[src/rtl/nanprop_pkg.sv]
package nanprop_pkg;
  parameter int unsigned EXP_W  = 8;
  parameter int unsigned FRAC_W = 23;
  localparam int unsigned FP_W  = 1 + EXP_W + FRAC_W;
  localparam int unsigned PL_W  = FRAC_W - 1;

  typedef enum logic [1:0] {
    POL_MAX = 2'b00,
    POL_OR  = 2'b01,
    POL_MIN = 2'b10,
    POL_RSV = 2'b11
  } nan_policy_e;

  typedef struct packed {
    logic            sign;
    logic            is_nan;
    logic            is_snan;
    logic [PL_W-1:0] payload;
  } opnd_info_t;
endpackage

[src/rtl/nanprop_classify.sv]
module nanprop_classify
  import nanprop_pkg::*;
(
  input  logic [FP_W-1:0] val,
  output opnd_info_t      info
);
  logic [EXP_W-1:0]  exp_f;
  logic [FRAC_W-1:0] frac_f;

  assign exp_f  = val[FP_W-2 -: EXP_W];
  assign frac_f = val[FRAC_W-1:0];

  always_comb begin
    info.sign    = val[FP_W-1];
    info.is_nan  = (&exp_f) && (|frac_f);
    info.is_snan = info.is_nan && !frac_f[FRAC_W-1];
    info.payload = frac_f[PL_W-1:0];
  end
endmodule

[src/rtl/nanprop_merge.sv]
module nanprop_merge
  import nanprop_pkg::*;
(
  input  opnd_info_t      info_a,
  input  opnd_info_t      info_b,
  input  logic [1:0]      policy,
  input  logic [FP_W-1:0] core_res,
  input  logic            core_inv,
  output logic [FP_W-1:0] res,
  output logic            invalid
);
  nan_policy_e     pol;
  logic            sign_or;
  logic            pay_eq;
  logic            a_bigger;
  logic            both_sign;
  logic [PL_W-1:0] both_pay;

  function automatic logic [FP_W-1:0] make_qnan(input logic s, input logic [PL_W-1:0] p);
    return {s, {EXP_W{1'b1}}, 1'b1, p};
  endfunction

  assign pol      = nan_policy_e'(policy);
  assign sign_or  = info_a.sign | info_b.sign;
  assign pay_eq   = (info_a.payload == info_b.payload);
  assign a_bigger = (info_a.payload > info_b.payload);

  // Two-NaN combination; every arm is symmetric in a and b.
  always_comb begin
    both_sign = sign_or;
    both_pay  = info_a.payload;
    unique case (pol)
      POL_OR: begin
        both_sign = sign_or;
        both_pay  = info_a.payload | info_b.payload;
      end
      POL_MIN: begin
        if (pay_eq) begin
          both_sign = sign_or;
          both_pay  = info_a.payload;
        end else if (a_bigger) begin
          both_sign = info_b.sign;
          both_pay  = info_b.payload;
        end else begin
          both_sign = info_a.sign;
          both_pay  = info_a.payload;
        end
      end
      default: begin
        if (pay_eq) begin
          both_sign = sign_or;
          both_pay  = info_a.payload;
        end else if (a_bigger) begin
          both_sign = info_a.sign;
          both_pay  = info_a.payload;
        end else begin
          both_sign = info_b.sign;
          both_pay  = info_b.payload;
        end
      end
    endcase
  end

  always_comb begin
    if (info_a.is_nan && info_b.is_nan) res = make_qnan(both_sign, both_pay);
    else if (info_a.is_nan)             res = make_qnan(info_a.sign, info_a.payload);
    else if (info_b.is_nan)             res = make_qnan(info_b.sign, info_b.payload);
    else if (core_inv)                  res = make_qnan(1'b0, '0);
    else                                res = core_res;
  end

  assign invalid = info_a.is_snan | info_b.is_snan | core_inv;
endmodule

[src/rtl/nanprop_unit.sv]
module nanprop_unit
  import nanprop_pkg::*;
#(
  parameter bit OUT_REG = 1'b1
) (
  input  logic            clk,
  input  logic            rst,
  input  logic [FP_W-1:0] op_a,
  input  logic [FP_W-1:0] op_b,
  input  logic [FP_W-1:0] core_res,
  input  logic            core_inv,
  input  logic [1:0]      policy,
  output logic [FP_W-1:0] res,
  output logic            invalid
);
  localparam int unsigned N_OPS = 2;

  logic [FP_W-1:0] ops [N_OPS];
  opnd_info_t      info [N_OPS];
  logic [FP_W-1:0] res_c;
  logic            inv_c;

  assign ops[0] = op_a;
  assign ops[1] = op_b;

  for (genvar gi = 0; gi < N_OPS; gi++) begin : g_cls
    nanprop_classify u_cls (.val(ops[gi]), .info(info[gi]));
  end

  nanprop_merge u_merge (
    .info_a  (info[0]),
    .info_b  (info[1]),
    .policy  (policy),
    .core_res(core_res),
    .core_inv(core_inv),
    .res     (res_c),
    .invalid (inv_c)
  );

  if (OUT_REG) begin : g_reg
    always_ff @(posedge clk) begin
      if (rst) begin
        res     <= '0;
        invalid <= 1'b0;
      end else begin
        res     <= res_c;
        invalid <= inv_c;
      end
    end


    core_pass_chk: assert property (@(posedge clk) disable iff (rst)
      (!info[0].is_nan && !info[1].is_nan && !core_inv) |=> (res == $past(core_res)));

    nan_quiet_chk: assert property (@(posedge clk) disable iff (rst)
      (info[0].is_nan || info[1].is_nan) |=> (&res[FP_W-2 -: EXP_W] && res[FRAC_W-1]));

    single_nan_pay_chk: assert property (@(posedge clk) disable iff (rst)
      (info[0].is_nan && !info[1].is_nan) |=> (res[PL_W-1:0] == $past(op_a[PL_W-1:0])));

    zero_pay_chk: assert property (@(posedge clk) disable iff (rst)
      (!info[0].is_nan && !info[1].is_nan && core_inv) |=> (res == {1'b0, {EXP_W{1'b1}}, 1'b1, {PL_W{1'b0}}}));

    snan_flag_chk: assert property (@(posedge clk) disable iff (rst)
      (info[0].is_snan || info[1].is_snan) |=> invalid);
  end else begin : g_comb
    assign res     = res_c;
    assign invalid = inv_c;
  end
endmodule

[config.mk]
export PLATFORM = sky130hd
export DESIGN_NAME = nanprop_unit
export DESIGN_NICKNAME = d
export VERILOG_FILES = /design/src/rtl/nanprop_pkg.sv /design/src/rtl/nanprop_classify.sv /design/src/rtl/nanprop_merge.sv /design/src/rtl/nanprop_unit.sv
export SDC_FILE = /design/constraint.sdc
export NUM_CORES = 1
export LEC_CHECK = 0
export ABC_CLOCK_PERIOD_IN_PS = 2450
export BUFFER_PORTS_ARGS = -buffer_cell sky130_fd_sc_hd__buf_2
export CAP_MARGIN = 0
export CORE_AREA = 2 2 98 100
export DETAILED_ROUTE_END_ITERATION = 8
export DIE_AREA = 0 0 100 102
export GPL_ROUTABILITY_DRIVEN = 0
export PLACE_DENSITY = 0.68
export SYNTH_ARGS = -nofsm -noshare
export SYNTH_HDL_FRONTEND = slang
export SYNTH_SLANG_ARGS = --single-unit
[constraint.sdc]
create_clock -name clk -period 2.45 [get_ports clk]
set_input_delay 0.3675 -clock clk [delete_from_list [all_inputs] [get_ports clk]]
set_output_delay 0.3675 -clock clk [all_outputs]
set_load 0.005 [all_outputs]
==> results.yml, run 1 <==
grt:
  grt_overflow: 0
  grt_pass1_vias: 4738
  grt_pass1_wl_um: 23200
  gr-usage-all-layers: 0.289
  grt_antenna_before_repair: 0
  grt_start_max_net_pins: 30
yosys:
  synth.largest_area_cell: "dfxtp_1"
  yosys.cell_types.count: 49
  synth_area_leaders: "dfxtp_1 (19%), ha_1 (16%), mux2i_1 (7.0%)"
  ys_seq_elements: 33
  synth_top_area_share: 0.185
  ys.flop_type: "dfxtp_1"
  synth.avg_cell_area_um2: 7.52
  syn_inst: 474
  synth_edf_count: 0
  yosysMostFrequentCell: "inv_1"
  synthTopCellsByCount: "inv_1 (66), ha_1 (46), nor2_1 (44), dfxtp_1 (33), a21oi_1 (32)"
  syn-num-nets: 621
  netlist_area_um2: 3560
  async_flop_share: 0
  ys_seq_area_frac: 0.185
  yosys_warnings: 0
timing:
  worst_pin_slew_ns: 0.630
  timing.fmax_mhz: 394
  setup_ws_ns: -0.0851
  finalSetupViolCount: 7
  rsz0062_at_grt: "true"
  relSlewSlack: 0.579
  slew_violations: 0
  fin_crit_sh: 1.03
  hold_viol: 0
  final.min_clock_period_ns: 2.54
final_layout:
  ff_latch_area_um2: 661
  multi_input_area_um2: 2870
  final_area_um2: 5960
  area_growth_pct: 67.3
  diodes: 0
  nFillCells: 765
  drive_above_1_share: 0.481
  fin_util: 0.654
  nets: 868
drt:
  via_per_inst: 6.02
  drc: 0
  drtAntennaViolNets: 0
  finalWirelength_um: 16000
  wl_per_cell_um: 19.2
  vias: 5011
  firstDrtPassIters: 5
  dr.first_iter.drc_count: 458
critical_path:
  end_kind: "register"
  startpoint_type: "primary input"
  required_ns: 2.65
  path_buf_inv: 6
  slowest_stage: "nor4b_4"
  crit_fanout: 6
  crit_top_cell: "buf_4"
  cp_data_arrival_time_ns: 2.74
  path_cells: "buf_6 > inv_4 > ha_4 > nor4_4 > buf_4 > nand4_4 > nor4b_4 > buf_4 > a21oi_2 > buf_4 > buf_12 > mux2i_1 > o221ai_1 > a32o_1"
  crit_path_max_incr_delay_ns: 0.30
  crit_type: "primary input to register"
  path_delay_family: "buffers and inverters"
floorplan:
  die-area_um2: 10200
  row_count: 35
  die_h_um: 102
  ios: 134
  start_util: 0.391
  die_w_um: 100
  design.core.area_um2: 9110
clocking:
  clockBufferDepth: 2
  cts.sinks: 33
  tritoncts: "built"
  cts_htree_levels: 2
  clk_pin_slew_ns: 0.09
  cts_buffers: 5
  ctsRootBufferMaster: "clkbuf_8"
run_status:
  violations: "negative setup slack"
  status: "finished, violations left"
flow_run:
  drv_cap: 0
power:
  p_per_area_nw_per_um2: 357
  ir_drop_v: 0.000236
  total_power_mw: 2.13
  leakage_nw: 2.86
worst_hold_path:
  hold_path_class: "primary input to register"
placement:
  hpwl_um: 11100
  portBuffers: 133
  dp_slack_ns: -0.485
  detailed_place.area_um2: 5160
## layout make-up
cell class                      instances  share of cell area
Inverter                               67              0.0464
Sequential cell                        33               0.111
Multi-Input combinational cell        348               0.481
Clock buffer                            5              0.0115
Timing Repair Buffer                  266               0.319
Clock inverter                          3             0.00777
Tap cell                              111              0.0233
## worst paths after layout
check	startpoint	to	cells after the start
setup / recovery	op_b[6]	res[18]	14
hold / removal	core_res[26]	res[26]	3
## what timing repair did
action	CTS	global route
pin swaps	11	20
setup endpoints to repair	22	23
hold buffers	0	0
setup buffers	10	13
endpoints found under the hold margin	0	0
gates cloned	1	1
resized for setup	31	82
## power by group
part           total [mW]  leakage, nW  internal [mW]  switching (mW)
registers           0.570        0.273          0.563         0.00682
logic               0.981         2.53          0.490           0.490
clock network       0.576       0.0543          0.305           0.271
## stage by stage
stage / hold slack (ns) / TNS (ns) / instances
3_5_place_dp: 0.610 / -9.28 / 800
5_1_grt: 0.288 / -1.12 / 833
2_1_floorplan: 0.497 / 0 / 474
4_1_cts: 0.291 / 0 / 819
3_3_place_gp: 0.602 / -6.67 / 800
6_report: 0.295 / -0.302 / 833
## sequential cells by signal, summed over array words and instances (netlist names)
signal,flops
invalid,1
res,32
## layout by cell type, fill, tap and decap left out, types with 16 or more instances in the layout
cell     instances
buf_4          118
a21oi_1         25
inv_1           35
nor3_1          16
buf_2          116
dfxtp_1         33
inv_2           24
ha_4            16
buf_6           23
ha_1            29
mux2i_1         24
nor2_1          44
nand3_1         25
## routing by layer
layer / part of all wire / track usage / up-vias
li1: - / - / 2228
met1: 0.38 / 0.369 / 2265
met2: 0.46 / 0.482 / 405
met3: 0.097 / 0.0445 / 113
met4: 0.060 / 0.133 / 0
met5: 0 / 0 / -
## logic make-up after synthesis
family,share of synthesized area
compound gates,0.274
mux,0.0702
simple gates,0.203
flops,0.185
buf+inv,0.106
fa+ha+maj,0.162
## tightest hold or removal path: stages
cell and delay, ns:
buf_2 0.10, inv_1 0.04, a21oi_1 0.05
Note: power is estimated with default switching activity, not from simulation.
==> run 2: changes to the inputs <==
- SETUP_SLACK_MARGIN: not set -> 0.3
==> run 2 against run 1 <==
Effect of this change: the flow still finishes with violations (negative setup slack); core utilization decreased by 2.7 points; via count decreased by 4.3%; wire length decreased by 7.1%; sequential power about the same; count of clock-buffer cells in the layout unchanged; clock power about the same; cell area decreased by 4.2%; first-iteration DRC count increased by 5.0%; sequential cell count unchanged; critical path depth decreased by 1; non-clock buffer count decreased by 14; fmax increased by 1.6%; critical path type unchanged; critical endpoint is now res[17].
==> results.yml, run 2 (synthesis results as in run 1) <==
run_status:
  status: "finished, violations left"
  violations: "negative setup slack"
critical_path:
  slowest_stage: "a2111oi_2"
  path_buf_inv: 5
  crit_fanout: 4
  startpoint_type: "primary input"
  end_kind: "register"
  crit_type: "primary input to register"
  crit_path_max_incr_delay_ns: 0.36
  startpoint: "op_b[16]"
  crit_top_cell: "buf_4"
  path_delay_family: "simple AND/OR/NAND/NOR gates"
  cp_data_arrival_time_ns: 2.68
  required_ns: 2.63
  path_cells: "buf_8 > clkinvlp_4 > ha_4 > nor4_4 > buf_4 > nand4_4 > nor4b_4 > buf_4 > a21oi_4 > buf_6 > mux2i_1 > a2111oi_2 > a311oi_1"
clocking:
  cts_htree_levels: 2
  ctsRootBufferMaster: "clkbuf_8"
  tritoncts: "built"
  clk_pin_slew_ns: 0.09
  clockBufferDepth: 2
  cts_buffers: 5
  cts.sinks: 33
drt:
  finalWirelength_um: 14800
  via_per_inst: 5.85
  wl_per_cell_um: 18.1
  firstDrtPassIters: 5
  drc: 0
  drtAntennaViolNets: 0
  vias: 4795
  dr.first_iter.drc_count: 481
final_layout:
  diodes: 0
  area_growth_pct: 60.3
  top_regs: "res x32, invalid x1"
  layoutNonFillerInstCount: 819
  largest_reg_flops: 32
  regMostFlops: "res"
  layout_common_cells: "buf_2 (125), buf_4 (106), inv_1 (49), nor2_1 (44), dfxtp_1 (33)"
  final_common_cell: "buf_2"
  nets: 854
  drive_above_1_share: 0.449
floorplan:
  ios: 134
  row_count: 35
  die-area_um2: 10200
  die_w_um: 100
  die_h_um: 102
  start_util: 0.391
  design.core.area_um2: 9110
worst_hold_path:
  worstHoldStart: "core_res[27]"
  hold_path_class: "primary input to register"
power:
  leakage_nw: 2.77
  ir_drop_v: 0.000187
  p_per_area_nw_per_um2: 353
grt:
  grt_pass1_wl_um: 22300
  grt_overflow: 0
  grt_pass1_vias: 4609
  grt_antenna_before_repair: 0
  grt_start_max_net_pins: 24
  gr-usage-all-layers: 0.277
timing:
  timing.setup.tns_ns: -0.189
  fin_crit_sh: 1.02
  slew_violations: 0
  setup_ws_ns: -0.0453
  worst_pin_slew_ns: 0.626
  final.min_clock_period_ns: 2.50
  finalSetupViolCount: 8
  rsz0062_at_grt: "true"
  timing.fmax_mhz: 401
  hold_viol: 0
  relSlewSlack: 0.582
placement:
  portBuffers: 133
  dp_cells: 792
  hpwl_um: 10900
flow_run:
  drv_cap: 0
-- run 2: cell types whose count changed in the layout (fill, tap and decap cells not counted), moves of 2 or more --
| cell | before | now |
|---|---|---|
| a21oi_2 | 6 | 3 |
| nor4_2 | 0 | 2 |
| inv_1 | 35 | 49 |
| ha_1 | 29 | 32 |
| buf_12 | 4 | 1 |
| inv_2 | 24 | 14 |
| buf_6 | 23 | 16 |
| buf_2 | 116 | 125 |
| a21oi_4 | 1 | 5 |
| buf_4 | 118 | 106 |
| inv_6 | 2 | 0 |
| ha_4 | 16 | 13 |
| inv_4 | 6 | 2 |
| clkinvlp_4 | 1 | 3 |
-- run 2: through the flow --
stage / setup WS, ns / total power, mW / cell area [um2] / hold slack (ns) / util
after floorplan: 0.0530 / 0.972 / 3680 / 0.497 / -
after global placement: -0.323 / 1.32 / 5120 / 0.606 / 0.562
after detailed placement: -0.367 / 1.33 / 5120 / 0.605 / 0.562
after CTS: 0.0630 / 1.96 / 5470 / 0.291 / 0.601
after global routing: -0.147 / 2.10 / 5710 / 0.309 / 0.627
final: -0.0453 / 2.02 / 5710 / 0.295 / 0.627
-- run 2: routing by layer --
metal  track usage  part of all wire
met1         0.336              0.38
met2         0.469              0.47
met3        0.0513             0.095
met4         0.143             0.052
met5             0                 0
-- run 2: path summary, 6_finish.rpt --
path / cells after the start / endpoint
setup / recovery: 13 / res[17]
hold / removal: 3 / res[27]
-- run 2: final cells by class --
class,instances,area [um2]
Multi-Input combinational cell,348,2850
Sequential cell,33,661
Fill cell,745,3400
Tap cell,111,139
Inverter,67,264
Timing Repair Buffer,252,1680
Clock inverter,3,46.3
Clock buffer,5,68.8
-- run 2: tightest hold or removal path: stages --
cell	delay, ns
buf_2	0.09
inv_1	0.04
a21oi_1	0.05
-- run 2: report_power, final --
part,internal [mW],leakage [nW],switching [mW]
clock,0.305,0.0543,0.269
sequential,0.563,0.273,0.00669
combinational,0.419,2.44,0.455
-- run 2: timing repair --
| item | CTS | global route |
|---|---|---|
| hold buffers | 0 | 0 |
| buffers inserted | 10 | 9 |
| gates resized for setup | 38 | 34 |
| pin swaps | 7 | 19 |
| setup endpoints to repair | 23 | 32 |
